**config.mk**
```make
export PLATFORM = sky130hd
export DESIGN_NAME = casc_ack_pic
export DESIGN_NICKNAME = d
export VERILOG_FILES = /design/src/rtl/casc_ack_pkg.sv /design/src/rtl/casc_ack_ctrl.sv /design/src/rtl/casc_ack_dp.sv /design/src/rtl/casc_ack_pic.sv
export SDC_FILE = /design/constraint.sdc
export NUM_CORES = 1
export LEC_CHECK = 0
export ABC_CLOCK_PERIOD_IN_PS = 4200
export CORE_MARGIN = 2
export CORE_UTILIZATION = 50
export CTS_CLUSTER_DIAMETER = 50
export DETAILED_ROUTE_END_ITERATION = 10
export DONT_BUFFER_PORTS = 1
export SYNTH_ARGS = -nofsm -noshare
export SYNTH_HDL_FRONTEND = slang
export SYNTH_SLANG_ARGS = --single-unit
```
**constraint.sdc**
```tcl
create_clock -name clk -period 4.2 [get_ports clk]
set_input_delay 0.21 -clock clk [delete_from_list [all_inputs] [get_ports clk]]
set_output_delay 0.21 -clock clk [all_outputs]
set_load 0.01 [all_outputs]
```
**src/rtl/casc_ack_pkg.sv**
```systemverilog
package casc_ack_pkg;
  // strobes from the acknowledge controller to the datapath
  typedef struct packed {
    logic claim;     // take the winner into service
    logic byteLo;    // second falling edge
    logic byteHi;    // third falling edge (three-pulse only)
    logic casShow;   // first rising edge on a master
    logic pulseRise; // any rising edge
    logic seqEnd;    // rising edge of the last pulse
  } ackStrobes_t;
endpackage

```
**src/rtl/casc_ack_ctrl.sv**
```systemverilog
module casc_ack_ctrl
  import casc_ack_pkg::*;
#(
  parameter int LVL_W = 3
) (
  input  logic             clk,
  input  logic             rstN,
  input  logic             nInta,
  input  logic             isMaster,
  input  logic             threePulse,
  input  logic [LVL_W-1:0] casIn,
  input  logic             casInValid,
  input  logic [LVL_W-1:0] ownCasAddr,
  output ackStrobes_t      stb
);
  localparam logic [1:0] CNT_MAX = 2'd3;

  logic       intaPrev;
  logic [1:0] pulseCnt;
  logic       fallEdge, riseEdge, addressed;
  logic [1:0] lastCnt;

  always_comb begin
    fallEdge  = intaPrev & ~nInta;
    riseEdge  = ~intaPrev & nInta;
    lastCnt   = threePulse ? 2'd3 : 2'd2;
    addressed = casInValid && (casIn == ownCasAddr);

    stb.claim     = fallEdge && (isMaster ? (pulseCnt == 2'd0)
                                          : (pulseCnt == 2'd1 && addressed));
    stb.byteLo    = fallEdge && (pulseCnt == 2'd1);
    stb.byteHi    = fallEdge && (pulseCnt == 2'd2) && threePulse;
    stb.casShow   = riseEdge && (pulseCnt == 2'd1) && isMaster;
    stb.pulseRise = riseEdge;
    stb.seqEnd    = riseEdge && (pulseCnt == lastCnt);
  end

  always_ff @(posedge clk) begin
    if (!rstN) begin
      intaPrev <= 1'b1;
      pulseCnt <= 2'd0;
    end else begin
      intaPrev <= nInta;
      if (stb.seqEnd)
        pulseCnt <= 2'd0;
      else if (fallEdge && pulseCnt != CNT_MAX)
        pulseCnt <= pulseCnt + 2'd1;
    end
  end
endmodule

```
**src/rtl/casc_ack_dp.sv**
```systemverilog
module casc_ack_dp
  import casc_ack_pkg::*;
#(
  parameter int NUM_IRQ = 8,
  parameter int BYTE_W  = 8,
  parameter int LVL_W   = $clog2(NUM_IRQ),
  parameter int VEC_W   = 2 * BYTE_W
) (
  input  logic               clk,
  input  logic               rstN,
  input  ackStrobes_t        stb,
  input  logic               isMaster,
  input  logic               specialNested,
  input  logic [NUM_IRQ-1:0] cascadeInputs,
  input  logic [VEC_W-1:0]   vectorBase,
  input  logic [NUM_IRQ-1:0] irqReq,
  input  logic               eoi,
  output logic               intOut,
  output logic [LVL_W-1:0]   casOut,
  output logic               casOutValid,
  output logic [BYTE_W-1:0]  dout,
  output logic               doutValid
);
  logic [NUM_IRQ-1:0] irr, isr, irqPrev, eligible, winOneHot, eoiMask;
  logic [LVL_W-1:0]   hiIdx, winIdx, claimLvl, lvlReg, lvlNow;
  logic               anyIsr, winValid, sfnmOn, claimCas, ownReg, ownNow, casPend;
  logic [VEC_W-1:0]   vecWord;

  // in-service level and priority resolution
  always_comb begin
    anyIsr = 1'b0;
    hiIdx  = '0;
    for (int i = NUM_IRQ - 1; i >= 0; i--) begin
      if (isr[i]) begin
        anyIsr = 1'b1;
        hiIdx  = LVL_W'(i);
      end
    end
    sfnmOn = isMaster & specialNested;
    for (int i = 0; i < NUM_IRQ; i++) begin
      eligible[i] = irr[i] && (!anyIsr || LVL_W'(i) < hiIdx ||
                               (sfnmOn && LVL_W'(i) == hiIdx));
    end
    winValid = 1'b0;
    winIdx   = '0;
    for (int i = NUM_IRQ - 1; i >= 0; i--) begin
      if (eligible[i]) begin
        winValid = 1'b1;
        winIdx   = LVL_W'(i);
      end
    end
    winOneHot = winValid ? (NUM_IRQ'(1) << winIdx) : '0;
    eoiMask   = (eoi && anyIsr) ? (NUM_IRQ'(1) << hiIdx) : '0;
    intOut    = |eligible;

    claimCas = isMaster && winValid && cascadeInputs[winIdx];
    claimLvl = winValid ? winIdx : LVL_W'(NUM_IRQ - 1);
    ownNow   = stb.claim ? !claimCas : ownReg;
    lvlNow   = stb.claim ? claimLvl : lvlReg;
    vecWord  = vectorBase + VEC_W'(lvlNow);
  end

  always_ff @(posedge clk) begin
    if (!rstN) begin
      irqPrev     <= '0;
      irr         <= '0;
      isr         <= '0;
      lvlReg      <= '0;
      ownReg      <= 1'b0;
      casPend     <= 1'b0;
      casOut      <= '0;
      casOutValid <= 1'b0;
      dout        <= '0;
      doutValid   <= 1'b0;
    end else begin
      irqPrev <= irqReq;
      irr     <= (irr & ~(stb.claim ? winOneHot : '0)) | (irqReq & ~irqPrev);
      isr     <= (isr & ~eoiMask) | (stb.claim ? winOneHot : '0);

      if (stb.seqEnd) begin
        casOutValid <= 1'b0;
        casPend     <= 1'b0;
        ownReg      <= 1'b0;
      end
      if (stb.claim) begin
        lvlReg  <= claimLvl;
        ownReg  <= !claimCas;
        casPend <= claimCas;
      end
      if (stb.casShow && casPend) begin
        casOut      <= lvlReg;
        casOutValid <= 1'b1;
      end

      if (stb.byteLo && ownNow) begin
        dout      <= vecWord[BYTE_W-1:0];
        doutValid <= 1'b1;
      end else if (stb.byteHi && ownReg) begin
        dout      <= vecWord[VEC_W-1:BYTE_W];
        doutValid <= 1'b1;
      end else if (stb.pulseRise) begin
        doutValid <= 1'b0;
      end
    end
  end

  // new in-service bits appear only in a claim cycle
  assert_claim_sets_isr_R4: assert property (@(posedge clk) disable iff (!rstN)
    (|(isr & ~$past(isr))) |-> $past(stb.claim));

  // the master keeps the vector bus idle through the first pulse
  assert_first_pulse_quiet_R4: assert property (@(posedge clk) disable iff (!rstN)
    (stb.claim && isMaster) |=> !doutValid);

  assert_cas_rise_R5: assert property (@(posedge clk) disable iff (!rstN)
    $rose(casOutValid) |-> $past(stb.casShow));

  assert_cas_fall_R5: assert property (@(posedge clk) disable iff (!rstN)
    $fell(casOutValid) |-> $past(stb.seqEnd));

  assert_slave_no_cas_R6: assert property (@(posedge clk) disable iff (!rstN)
    !isMaster |-> !casOutValid);

  assert_cas_excl_dout_R11: assert property (@(posedge clk) disable iff (!rstN)
    casOutValid |-> !doutValid);

  assert_eoi_one_bit_R9: assert property (@(posedge clk) disable iff (!rstN)
    (eoi && !stb.claim && anyIsr) |=> ($countones(isr) == $countones($past(isr)) - 1));
endmodule

```
**src/rtl/casc_ack_pic.sv**
```systemverilog
module casc_ack_pic
  import casc_ack_pkg::*;
#(
  parameter int NUM_IRQ = 8,
  parameter int BYTE_W  = 8,
  localparam int LVL_W  = $clog2(NUM_IRQ),
  localparam int VEC_W  = 2 * BYTE_W
) (
  input  logic               clk,
  input  logic               rstN,
  input  logic               isMaster,
  input  logic               threePulse,
  input  logic               specialNested,
  input  logic [NUM_IRQ-1:0] cascadeInputs,
  input  logic [VEC_W-1:0]   vectorBase,
  input  logic [LVL_W-1:0]   ownCasAddr,
  input  logic [NUM_IRQ-1:0] irqReq,
  input  logic               nInta,
  input  logic [LVL_W-1:0]   casIn,
  input  logic               casInValid,
  input  logic               eoi,
  output logic               intOut,
  output logic [LVL_W-1:0]   casOut,
  output logic               casOutValid,
  output logic [BYTE_W-1:0]  dout,
  output logic               doutValid
);
  ackStrobes_t stb;

  casc_ack_ctrl #(.LVL_W(LVL_W)) uCtrl (
    .clk(clk), .rstN(rstN), .nInta(nInta), .isMaster(isMaster),
    .threePulse(threePulse), .casIn(casIn), .casInValid(casInValid),
    .ownCasAddr(ownCasAddr), .stb(stb)
  );

  casc_ack_dp #(.NUM_IRQ(NUM_IRQ), .BYTE_W(BYTE_W), .LVL_W(LVL_W), .VEC_W(VEC_W)) uDp (
    .clk(clk), .rstN(rstN), .stb(stb), .isMaster(isMaster),
    .specialNested(specialNested), .cascadeInputs(cascadeInputs),
    .vectorBase(vectorBase), .irqReq(irqReq), .eoi(eoi), .intOut(intOut),
    .casOut(casOut), .casOutValid(casOutValid), .dout(dout), .doutValid(doutValid)
  );
endmodule

```
==> impl_summary.md <==
Synthesis
The count of synthesis-stage warnings from yosys is 0. In the synthesized netlist, the cells that appear most often are sky130_fd_sc_hd__nand2_1, sky130_fd_sc_hd__dfxtp_1, sky130_fd_sc_hd__nor2_1. Synthesis inferred 45 register bits. When the netlist entered floorplanning its net count stood at 386.

The share of the synthesized area in the top cell type is 0.338. For this run, the leading register cell type out of synthesis is sky130_fd_sc_hd__dfxtp_1. The largest total area in the synthesized netlist belongs to sky130_fd_sc_hd__dfxtp_1. The most common cell in the synthesized netlist is sky130_fd_sc_hd__nand2_1. The post-synthesis instance total is 332. The number of unique standard cell types used by synthesis is 51. The cell area after synthesis is 2670 um2. The share of synthesized flip-flops with an asynchronous set or reset is 0.

The post-synthesis average cell area is 8.04 um2. The synthesized design contains 0 enable-type register cells. Ranked by total cell area, the synthesized netlist is headed by sky130_fd_sc_hd__dfxtp_1, sky130_fd_sc_hd__nand2_1, sky130_fd_sc_hd__a21oi_1, sky130_fd_sc_hd__nor2_1, sky130_fd_sc_hd__mux2i_1.

The share of synthesized area occupied by flip-flops and latches is 0.338.

Global route
The number of antenna violations at the first check in global routing was 0. After global routing the overflow that remains totals 0. Across every metal layer, demand over resource in global routing totals 0.214. The wire length of the first global-routing pass is 10.2 mm. The via count of the first global-routing pass is 2218. Entering global routing, the biggest net connects 31 pins.

Worst setup path
The reg-to-reg endpoint is uDp.dout[7]. In this run the critical register-to-register path is launched from uCtrl.pulseCnt[0]. The kind of cell adding the most delay to the critical path is simple AND/OR/NAND/NOR gates. The number of logic stages on the critical path including buffering is 14. In this design, the critical path's most frequently occurring cell is sky130_fd_sc_hd__ha_1. The critical path goes through ha_1, nand3_1, o41ai_1, and2_1, mux2_2, ha_1, a21o_1, a21oi_1, or2_2, nor3_1, xnor2_1, o21ai_0, nand2_1, mux2i_1.

The critical path class is register to register. The cell with the largest stage delay on the worst path is sky130_fd_sc_hd__dfxtp_1. The minimum setup slack among reg-to-reg paths is 0.62 ns.

The kind of capture point of the worst setup path is a register. The number of buffers and inverters on the critical path is 0. The biggest cell delay along the critical path is 0.45 ns.

STA classifies the critical path startpoint as a register. At the worst endpoint, the required time is 4.38 ns. The arrival time at the worst endpoint is 3.75 ns. The worst reg2reg path depth is 14. The peak fanout along the critical path is 10.

Power
Power spread over the standard cell area amounts to 320 nW/um2. Summed over all cells, the static leakage comes to 1.12 nW. Across the VDD grid, the largest voltage drop is 263 uV. The power consumption is 0.902 mW.

Clock tree
The maximum count of clock buffers along a single path is 2. In this run, post-CTS repair resized a total of 0 instances. The number of buffers created by CTS is 5. CTS placed an instance of sky130_fd_sc_hd__clkbuf_8 at the clock tree root. TritonCTS built the clock tree. After clock tree synthesis, the clock-pin slew on the worst setup and hold paths is 0.08 ns. The clock latency at the later pin of the worst-skew pair is 0.30 ns. The number of setup buffers added after CTS is 0. The clock net sink count is 45.

The H-tree was split into 2 levels. After clock tree synthesis, the flow added hold-fix buffers numbering 1.

Timing
The number of setup violations in the final report is 0. Of the available clock period, the critical path in the final layout requires 0.852. The final-report hold violation count is 0. The final count of pins violating max slew was 0.

Headroom to the max-slew limit came out at 0.523. The clock arrives with 0.00476 ns of skew. The minimum clock period after layout is 3.58 ns. The actual slew at the worst max-slew pin is 0.714 ns. After routing, the total negative slack on setup checks comes to 0 ns.

Setup repair after global routing left no endpoint under its margin. The top achievable clock speed is 280 MHz.

Drt
Before antenna repair, the detailed router went through 4 iterations. The number of remaining DRC errors is 0. Summed over all layers, the routed wires come to 6.10 mm.

The via count of the routed design is 2253. The routed wire length per instance is 15.1 um. The average via count per standard cell is 5.59.

The iteration-0 DRC count of the detailed router is 100. The count of nets left with antenna violations after detail routing is 0.

Min path
In this run the most critical hold path is launched from nInta. The worst hold path belongs to the class input port to register. The worst hold path passes through 2 cells.

For hold timing, the worst endpoint is uCtrl.intaPrev.

Die
The row count is 26. The total die area is 5940 um2. From left edge to right edge, the die measures 77.1 um. The core outline area is 5140 um2. For this design the top-level I/O count stands at 60. The starting utilization of the core area is 0.519. The die is 77.1 um tall.

Run
The tool flagged a number of max-cap violations equal to 0.

Finish
Counting the fill cells in the layout gives 543. The area overhead of the layout relative to synthesis is 5.63%. The number of antenna diodes is 0. The layout cell share with drive strength beyond 1 is 0.0751. For this run, the post-layout net count is 386.

Place
The final weighted congestion in routability-driven placement is 0.864. Summed over all nets, the half-perimeter wirelength after detailed placement is 4.84 mm. The count of buffers added on input and output ports is 0.

Outcome
The flow ran to the end, and the final reports show no timing, DRC or antenna violations.
## final cells by class
class	instances	area, um2	share of cell area
clock buffer	6	72.6	0.0257
clock inverter	2	15.0	0.00533
inverter	12	45.0	0.0160
multi-input combinational	267	1690	0.599
sequential	45	901	0.320
tap	70	87.6	0.0311
timing repair buffer	1	10.0	0.00355
## sequential cells by signal, summed over array words and instances, names as in the netlist, 2 cells and up
signal,cells
uDp.irr,8
uDp.casOut,3
uDp.isr,8
uDp.irqPrev,8
uCtrl.pulseCnt,2
uDp.dout,8
uDp.lvlReg,3
## layer usage
| layer | GRT usage | share of wire | routed length (um) |
|---|---|---|---|
| met1 | 0.305 | 0.51 | 3130 |
| met4 | 0.0571 | 0.0095 | 58 |
| met5 | 0 | 0 | 0 |
| met2 | 0.316 | 0.39 | 2410 |
| met3 | 0.0635 | 0.084 | 511 |
## kinds of logic (layout without fill, tap and decap cells)
family,count (synthesis),after routing,synth area share
xor+xnor,19,19,0.0624
buf+inv,20,21,0.0300
mux,14,14,0.0534
simple gates,149,149,0.266
fa+ha+maj,8,8,0.0403
flops,45,45,0.338
compound gates,77,77,0.210
## how the worst max path moves through the flow
stage | from | endpoint | slack, ns
floorplan | uCtrl.pulseCnt[0] | uDp.dout[7] | 1.10
global placement | uCtrl.pulseCnt[0] | uDp.dout[7] | 0.62
detailed placement | uCtrl.pulseCnt[0] | uDp.dout[7] | 0.63
CTS | uCtrl.pulseCnt[0] | uDp.dout[7] | 0.61
global route | uCtrl.pulseCnt[0] | uDp.dout[7] | 0.29
finish | uCtrl.pulseCnt[0] | uDp.dout[7] | 0.62
## report_power, final
group / leakage, nW / switching [mW] / internal, mW / total (mW)
Clock: 0.0374 / 0.153 / 0.117 / 0.271
Combinational: 0.714 / 0.0963 / 0.0708 / 0.167
Sequential: 0.368 / 0.0176 / 0.446 / 0.464
## cells in the final DEF (no fill, tap or decap), types with 3 or more instances in the layout
cell                       Yosys  final
sky130_fd_sc_hd__a21oi_1      26     26
sky130_fd_sc_hd__a31oi_1       4      4
sky130_fd_sc_hd__and2_1       16     16
sky130_fd_sc_hd__clkbuf_8      0      5
sky130_fd_sc_hd__dfxtp_1      45     45
sky130_fd_sc_hd__ha_1          7      7
sky130_fd_sc_hd__inv_1        12     12
sky130_fd_sc_hd__mux2i_1      12     12
sky130_fd_sc_hd__nand2_1      52     52
sky130_fd_sc_hd__nand3_1      12     12
sky130_fd_sc_hd__nand4_1       5      5
sky130_fd_sc_hd__nor2_1       34     34
sky130_fd_sc_hd__nor2b_1      14     14
sky130_fd_sc_hd__nor3_1        8      8
sky130_fd_sc_hd__o211a_1       4      4
sky130_fd_sc_hd__o211ai_2      3      3
sky130_fd_sc_hd__o21ai_0      15     15
sky130_fd_sc_hd__o21ai_1       3      3
sky130_fd_sc_hd__xnor2_1      11     11
sky130_fd_sc_hd__xor2_1        8      8
## stage by stage
stage / area [um2] / std cells / util / hold slack, ns / worst slack, ns
finish: 2820 / 403 / 0.548 / 0.0242 / 0.624
global route: 2820 / 403 / 0.548 / 0.0114 / 0.288
CTS: 2820 / 403 / 0.548 / 0.0148 / 0.608
detailed placement: 2720 / 394 / 0.529 / 0.285 / 0.631
global placement: 2720 / 394 / 0.529 / 0.282 / 0.619
floorplan: 2670 / 332 / - / 0.316 / 1.10
No activity file was read; power rests on OpenSTA's default activity.
